### config.mk
export PLATFORM = sky130hd
export DESIGN_NAME = dfb_top
export DESIGN_NICKNAME = d
export VERILOG_FILES = /design/src/rtl/dfb_pkg.sv /design/src/rtl/dfb_pad_calc.sv /design/src/rtl/dfb_scrambler.sv /design/src/rtl/dfb_top.sv
export SDC_FILE = /design/constraint.sdc
export NUM_CORES = 1
export LEC_CHECK = 0
export BUFFER_PORTS_ARGS = -buffer_cell sky130_fd_sc_hd__buf_2
export CAP_MARGIN = 5
export CORE_ASPECT_RATIO = 1.5
export CORE_MARGIN = 4
export CORE_UTILIZATION = 35
export CTS_CLUSTER_DIAMETER = 40
export DETAILED_ROUTE_END_ITERATION = 6
export SYNTH_ARGS = -nofsm -noshare
export SYNTH_HDL_FRONTEND = slang
export SYNTH_SLANG_ARGS = --single-unit
### constraint.sdc
create_clock -name clk -period 4.4 [get_ports clk]
set_input_delay 0.22 -clock clk [delete_from_list [all_inputs] [get_ports clk]]
set_output_delay 0.22 -clock clk [all_outputs]
set_load 0.01 [all_outputs]
### src/rtl/dfb_pkg.sv
package dfb_pkg;

    typedef enum logic [2:0] {
        PH_IDLE,
        PH_SERV,
        PH_PSDU,
        PH_TAIL,
        PH_PAD
    } phase_e;

    localparam int unsigned SERV_BITS = 16;
    localparam int unsigned TAIL_BITS = 6;
    localparam int unsigned MAX_NDBPS = 216;
    localparam int unsigned PAD_W     = $clog2(MAX_NDBPS);

    function automatic int unsigned rate_bits(input logic [2:0] code);
        case (code)
            3'd0:    return 24;
            3'd1:    return 36;
            3'd2:    return 48;
            3'd3:    return 72;
            3'd4:    return 96;
            3'd5:    return 144;
            3'd6:    return 192;
            default: return 216;
        endcase
    endfunction

endpackage

### src/rtl/dfb_pad_calc.sv
module dfb_pad_calc
    import dfb_pkg::*;
#(
    parameter int LEN_W = 12
) (
    input  logic [LEN_W-1:0] len,
    input  logic [2:0]       rate,
    output logic [PAD_W-1:0] pad
);
    localparam int TOT_W = LEN_W + 4;

    logic [TOT_W-1:0] total;
    logic [PAD_W-1:0] pad_opt [8];

    assign total = TOT_W'(SERV_BITS + TAIL_BITS) + {1'b0, len, 3'b000};

    // one constant-divisor remainder unit per rate code
    for (genvar k = 0; k < 8; k++) begin : g_rate
        localparam int unsigned NB = rate_bits(3'(k));
        logic [TOT_W-1:0] rem;
        assign rem = total % TOT_W'(NB);
        assign pad_opt[k] = (rem == '0) ? '0 : PAD_W'(TOT_W'(NB) - rem);
    end

    assign pad = pad_opt[rate];

endmodule

### src/rtl/dfb_scrambler.sv
module dfb_scrambler (
    input  logic       clk,
    input  logic       rst_n,
    input  logic       load,
    input  logic [6:0] seed,
    input  logic       adv,
    input  logic       din,
    output logic       dout
);
    logic [6:0] s_d, s_q;
    logic       fb;

    assign fb   = s_q[6] ^ s_q[3];
    assign dout = din ^ fb;

    always_comb begin
        s_d = s_q;
        if (load)
            s_d = seed;
        else if (adv)
            s_d = {s_q[5:0], fb};
    end

    always_ff @(posedge clk or negedge rst_n) begin
        if (!rst_n) s_q <= 7'h7f;
        else        s_q <= s_d;
    end

    assert_load_nonzero_R9: assert property (@(posedge clk) disable iff (!rst_n)
        load |-> (seed != 7'd0));

    assert_state_nonzero_R3: assert property (@(posedge clk) disable iff (!rst_n)
        s_q != 7'd0);

    assert_hold_when_idle_R7: assert property (@(posedge clk) disable iff (!rst_n)
        (!load && !adv) |=> $stable(s_q));

endmodule

### src/rtl/dfb_top.sv
module dfb_top
    import dfb_pkg::*;
#(
    parameter int LEN_W = 12
) (
    input  logic             clk,
    input  logic             rst_n,
    input  logic             start,
    input  logic [6:0]       seed,
    input  logic [2:0]       rate_sel,
    input  logic [LEN_W-1:0] psdu_len,
    input  logic             tail_zero,
    input  logic [7:0]       byte_in,
    input  logic             byte_valid,
    output logic             byte_ready,
    output logic             bit_out,
    output logic             bit_valid,
    output logic             done,
    output logic             seed_err
);
    localparam int CNT_W = LEN_W + 3;

    typedef struct packed {
        phase_e           ph;
        logic [CNT_W-1:0] cnt;
        logic [6:0]       sh;
        logic [PAD_W-1:0] pad;
        logic [LEN_W-1:0] len;
        logic             tz;
        logic             obit;
        logic             ovld;
        logic             odone;
        logic             oerr;
    } regs_t;

    regs_t r_d, r_q;

    logic [PAD_W-1:0] pad_calc;
    logic             scr_load, scr_adv, scr_din, scr_dout;
    logic             emit, force0;

    dfb_pad_calc #(.LEN_W(LEN_W)) pad_i (
        .len  (psdu_len),
        .rate (rate_sel),
        .pad  (pad_calc)
    );

    dfb_scrambler scr_i (
        .clk   (clk),
        .rst_n (rst_n),
        .load  (scr_load),
        .seed  (seed),
        .adv   (scr_adv),
        .din   (scr_din),
        .dout  (scr_dout)
    );

    assign byte_ready = (r_q.ph == PH_PSDU) && (r_q.cnt[2:0] == 3'd0);

    always_comb begin
        r_d       = r_q;
        r_d.ovld  = 1'b0;
        r_d.odone = 1'b0;
        r_d.oerr  = 1'b0;
        scr_load  = 1'b0;
        scr_din   = 1'b0;
        emit      = 1'b0;
        force0    = 1'b0;

        case (r_q.ph)
            PH_IDLE: begin
                if (start) begin
                    if (seed == 7'd0) begin
                        r_d.oerr = 1'b1;
                    end else begin
                        scr_load = 1'b1;
                        r_d.ph   = PH_SERV;
                        r_d.cnt  = '0;
                        r_d.pad  = pad_calc;
                        r_d.len  = psdu_len;
                        r_d.tz   = tail_zero;
                    end
                end
            end
            PH_SERV: begin
                emit = 1'b1;
                if (r_q.cnt == CNT_W'(SERV_BITS - 1)) begin
                    r_d.cnt = '0;
                    r_d.ph  = (r_q.len == '0) ? PH_TAIL : PH_PSDU;
                end else begin
                    r_d.cnt = r_q.cnt + 1'b1;
                end
            end
            PH_PSDU: begin
                if (r_q.cnt[2:0] == 3'd0) begin
                    if (byte_valid) begin
                        emit    = 1'b1;
                        scr_din = byte_in[0];
                        r_d.sh  = byte_in[7:1];
                    end
                end else begin
                    emit    = 1'b1;
                    scr_din = r_q.sh[0];
                    r_d.sh  = {1'b0, r_q.sh[6:1]};
                end
                if (emit) begin
                    if (r_q.cnt == {r_q.len - 1'b1, 3'b111}) begin
                        r_d.cnt = '0;
                        r_d.ph  = PH_TAIL;
                    end else begin
                        r_d.cnt = r_q.cnt + 1'b1;
                    end
                end
            end
            PH_TAIL: begin
                emit   = 1'b1;
                force0 = r_q.tz;
                if (r_q.cnt == CNT_W'(TAIL_BITS - 1)) begin
                    r_d.cnt = '0;
                    if (r_q.pad == '0) begin
                        r_d.ph    = PH_IDLE;
                        r_d.odone = 1'b1;
                    end else begin
                        r_d.ph = PH_PAD;
                    end
                end else begin
                    r_d.cnt = r_q.cnt + 1'b1;
                end
            end
            PH_PAD: begin
                emit    = 1'b1;
                r_d.pad = r_q.pad - 1'b1;
                if (r_q.pad == PAD_W'(1)) begin
                    r_d.ph    = PH_IDLE;
                    r_d.odone = 1'b1;
                end
            end
            default: r_d.ph = PH_IDLE;
        endcase

        if (emit) begin
            r_d.ovld = 1'b1;
            r_d.obit = force0 ? 1'b0 : scr_dout;
        end
    end

    assign scr_adv = emit;

    always_ff @(posedge clk or negedge rst_n) begin
        if (!rst_n) begin
            r_q    <= '0;
            r_q.ph <= PH_IDLE;
        end else begin
            r_q <= r_d;
        end
    end

    assign bit_out   = r_q.obit;
    assign bit_valid = r_q.ovld;
    assign done      = r_q.odone;
    assign seed_err  = r_q.oerr;

    assert_done_on_bit_R8: assert property (@(posedge clk) disable iff (!rst_n)
        done |-> bit_valid);

    assert_quiet_after_done_R8: assert property (@(posedge clk) disable iff (!rst_n)
        done |=> (!bit_valid && !byte_ready));

    assert_err_no_frame_R9: assert property (@(posedge clk) disable iff (!rst_n)
        seed_err |=> (!bit_valid && !byte_ready));

    assert_stall_no_bit_R7: assert property (@(posedge clk) disable iff (!rst_n)
        (byte_ready && !byte_valid) |=> !bit_valid);

    assert_tail_forced_R5: assert property (@(posedge clk) disable iff (!rst_n)
        (r_q.ph == PH_TAIL && r_q.tz) |=> (bit_valid && !bit_out));

    assert_pad_nonzero_R4: assert property (@(posedge clk) disable iff (!rst_n)
        (r_q.ph == PH_PAD) |-> (r_q.pad != '0));

endmodule

==> results.toml <==
[worst_setup_path]
r2r_end = "r_q[45]"
cp.arrival_ps = 6600
slowest_stage = "a311o_2"
cp_common_cell = "buf_4"
path_class = "input port to flop"
cp_slowest_stage_delay_ps = 490
path_max_fanout = 7
required_ps = 4610
cp-start-kind = "input port"
r2r_slack_ps = 400
r2r_cells = 12
r2r_start = "r_q[10]"
critPathCaptureType = "flop"

[global_route]
grt_pass1_wl_mm = 50.8
grt_pass1_vias = 10643
track_usage = 0.228
grt_overflow = 0
grt_max_degree = 58
antenna_found_initial = 0

[floorplan]
die_height_um = 199
coreArea_sq_mm = 0.0238
dieArea_sq_mm = 0.0269
io_pins = 40
die_w_um = 135
row_count = 69
start_util = 0.356

[synthesis]
synth_warnings = 0
synth_fp_nets = 1174
ys_types = 125
netlist.area_leader.share = 0.147
syn_inst = 1116
ys_seq_area_frac = 0.169
avgSynthCellArea_sq_um = 7.61
synth_area_leader_cell = "dfrtp_1"
synth_area_sq_mm = 0.00849
synth_edf_count = 0
synth.area.top_cells = "dfrtp_1 15%, nand2_1 5.4%, o21ai_0 4.9%"
synthFlopType = "dfrtp_1"
synth_async_sr_flop_share = 1.00
ys_ff_latch = 57

[clock_tree]
numClockSinks = 57
clk_latency_ps = 330
cts_tree = "yes"
postCtsHoldBufs = 0
h-tree-depth = 3
root_buffer = "clkbuf_16"
cts_buffer_depth = 2
cts.clk_slew.worst_paths_ps = 50
cts_made_buffers = 9

[placement]
gp_congestion = 0.956
hpwl_mm = 23.6
place.port_buffers = 39
pre_cts_slack_ps = -2630

[sta]
setup_violations = 6
post-route-period-util = 1.45
slew_headroom = 0.524
hold_viol = 0
rsz0062_at_grt = "true"
timing.final.crit_period_ps = 6390
worst_pin_slew_ps = 708
finClkSkew_ps = 9.17
final_max_slew_viol_count = 0
fin_ws_ps = -1990
max_freq_mhz = 157

[final_layout]
n_antenna_cell = 0
fin_util = 0.550
area_delta_synth_final_pct = 54.5
drive_above_1_share = 0.450
fin_nets = 1527

[detailed_routing]
drc = 0
drtAntennaViolNets = 0
drt-total-wl_mm = 31.3
routedWlPerCell_um = 17.4
drt_first_pass_iters = 5
num_vias = 10349
viasPerCell = 5.77
drtIter0Drc = 614

[outcome]
violations = "setup timing"
status = "finished, violations left"

[pwr]
vdd_ir_drop_max_uv = 455
p_leak_nw = 5.53
power.density_mw_per_mm2 = 600

[min_path]
hp-class = "input port to async pin"

[flow_run]
max_cap_violations = 0
routing by layer:
metal / GRT usage / up-vias / share of wire
met5: 0 / - / 0
li1: - / 4967 / -
met3: 0.0213 / 123 / 0.038
met1: 0.233 / 4943 / 0.36
met2: 0.446 / 316 / 0.55
met4: 0.123 / 0 / 0.050
cell usage in the layout, fill, tap and decap left out, types with 8 or more instances in the layout:
master       n
buf_4      354
nand2_1    114
o21ai_0     75
nor2_1      73
dfrtp_1     50
nand3_1     46
a21oi_1     41
buf_2       35
nor3_1      34
xnor2_1     28
inv_1       24
mux2i_1     22
xor2_1      19
and2_1      18
ha_1        18
mux2_2      17
a21o_1      16
nand2b_1    15
nand4_1     14
and3_1      14
nor4_1      12
a31oi_1     11
o211ai_1    11
buf_6       11
or3_1       10
a211oi_1    10
o21ai_2      9
nor3_2       9
o21ai_1      9
clkbuf_16    9
nor2b_1      8
nand3_2      8
xnor2_2      8
o221ai_1     8
cell usage after synthesis (all sizes together), types with 19 or more instances:
| cell | instances |
|---|---|
| mux2i | 28 |
| xnor2 | 39 |
| o21ai | 97 |
| buf | 24 |
| ha | 23 |
| and2 | 23 |
| a211oi | 22 |
| nand3 | 57 |
| clkbuf | 42 |
| a21oi | 51 |
| dfrtp | 50 |
| xor2 | 19 |
| nor2 | 82 |
| nand2 | 124 |
| nor3 | 47 |
| inv | 28 |
how the worst max path moves through the flow:
stage / startpoint / to / slack, ps
after floorplan: psdu_len[4] / r_q[21] / -2000
after global placement: psdu_len[1] / r_q[24] / -2470
after detailed placement: psdu_len[1] / r_q[24] / -2630
after CTS: psdu_len[2] / r_q[24] / -1810
after global routing: psdu_len[2] / r_q[21] / -2250
final: psdu_len[5] / r_q[24] / -1990
stage by stage:
step | setup TNS [ps] | cell area, sq um | hold WS (ps) | cells | power, W
final | -10760 | 13100 | 21.5 | 1793 | 0.00786
after detailed placement | -14050 | 11400 | 406 | 1719 | 0.00627
after floorplan | -10520 | 8760 | -75.6 | 1116 | 0.00442
after global placement | -13530 | 11400 | 396 | 1719 | 0.00617
after CTS | -9790 | 12700 | 57.3 | 1780 | 0.00753
after global routing | -12420 | 13100 | 109 | 1793 | 0.00844
cells by family after synthesis:
logic type      count (synthesis)  share of synthesized area
simple gates                  454                      0.279
compound gates                378                      0.339
buf+inv                        94                     0.0472
xor+xnor                       59                     0.0660
flops                          57                      0.169
mux                            46                     0.0592
fa+ha+maj                      28                     0.0399
sequential cells by signal (all words and copies together), names as in the netlist:
register   count
bit_out        1
bit_valid      1
done           1
r_q           46
scr_i.s_q      7
seed_err       1
critical path: cells and delay by family:
kind            cells  cell delay (ps)
compound gates     13             2790
simple gates       11             2240
mux                 1              320
buf+inv             5              830
fa+ha+maj           1              190
area by class of cell:
type                       count  area (sq um)
tap                          319           399
clock inverter                 1          30.0
multi-input combinational    967          7820
clock buffer                  15           258
sequential                    57          1440
fill                        2159         10700
inverter                      28           105
timing repair buffer         406          3070
timing repair:
action                     4_1_cts  5_1_grt
cloned                           2        0
pin swaps                       74       54
setup buffers                   43       14
gates resized for setup        124       65
setup endpoints to repair        6        6
where the power goes:
part	leakage [nW]	switching (W)	internal (W)	total, W
Clock	0.138	0.000229	0.000454	0.000683
Combinational	4.68	0.00313	0.00313	0.00626
Sequential	0.711	0.000186	0.000737	0.000923
No activity file was read; power rests on OpenSTA's default activity.
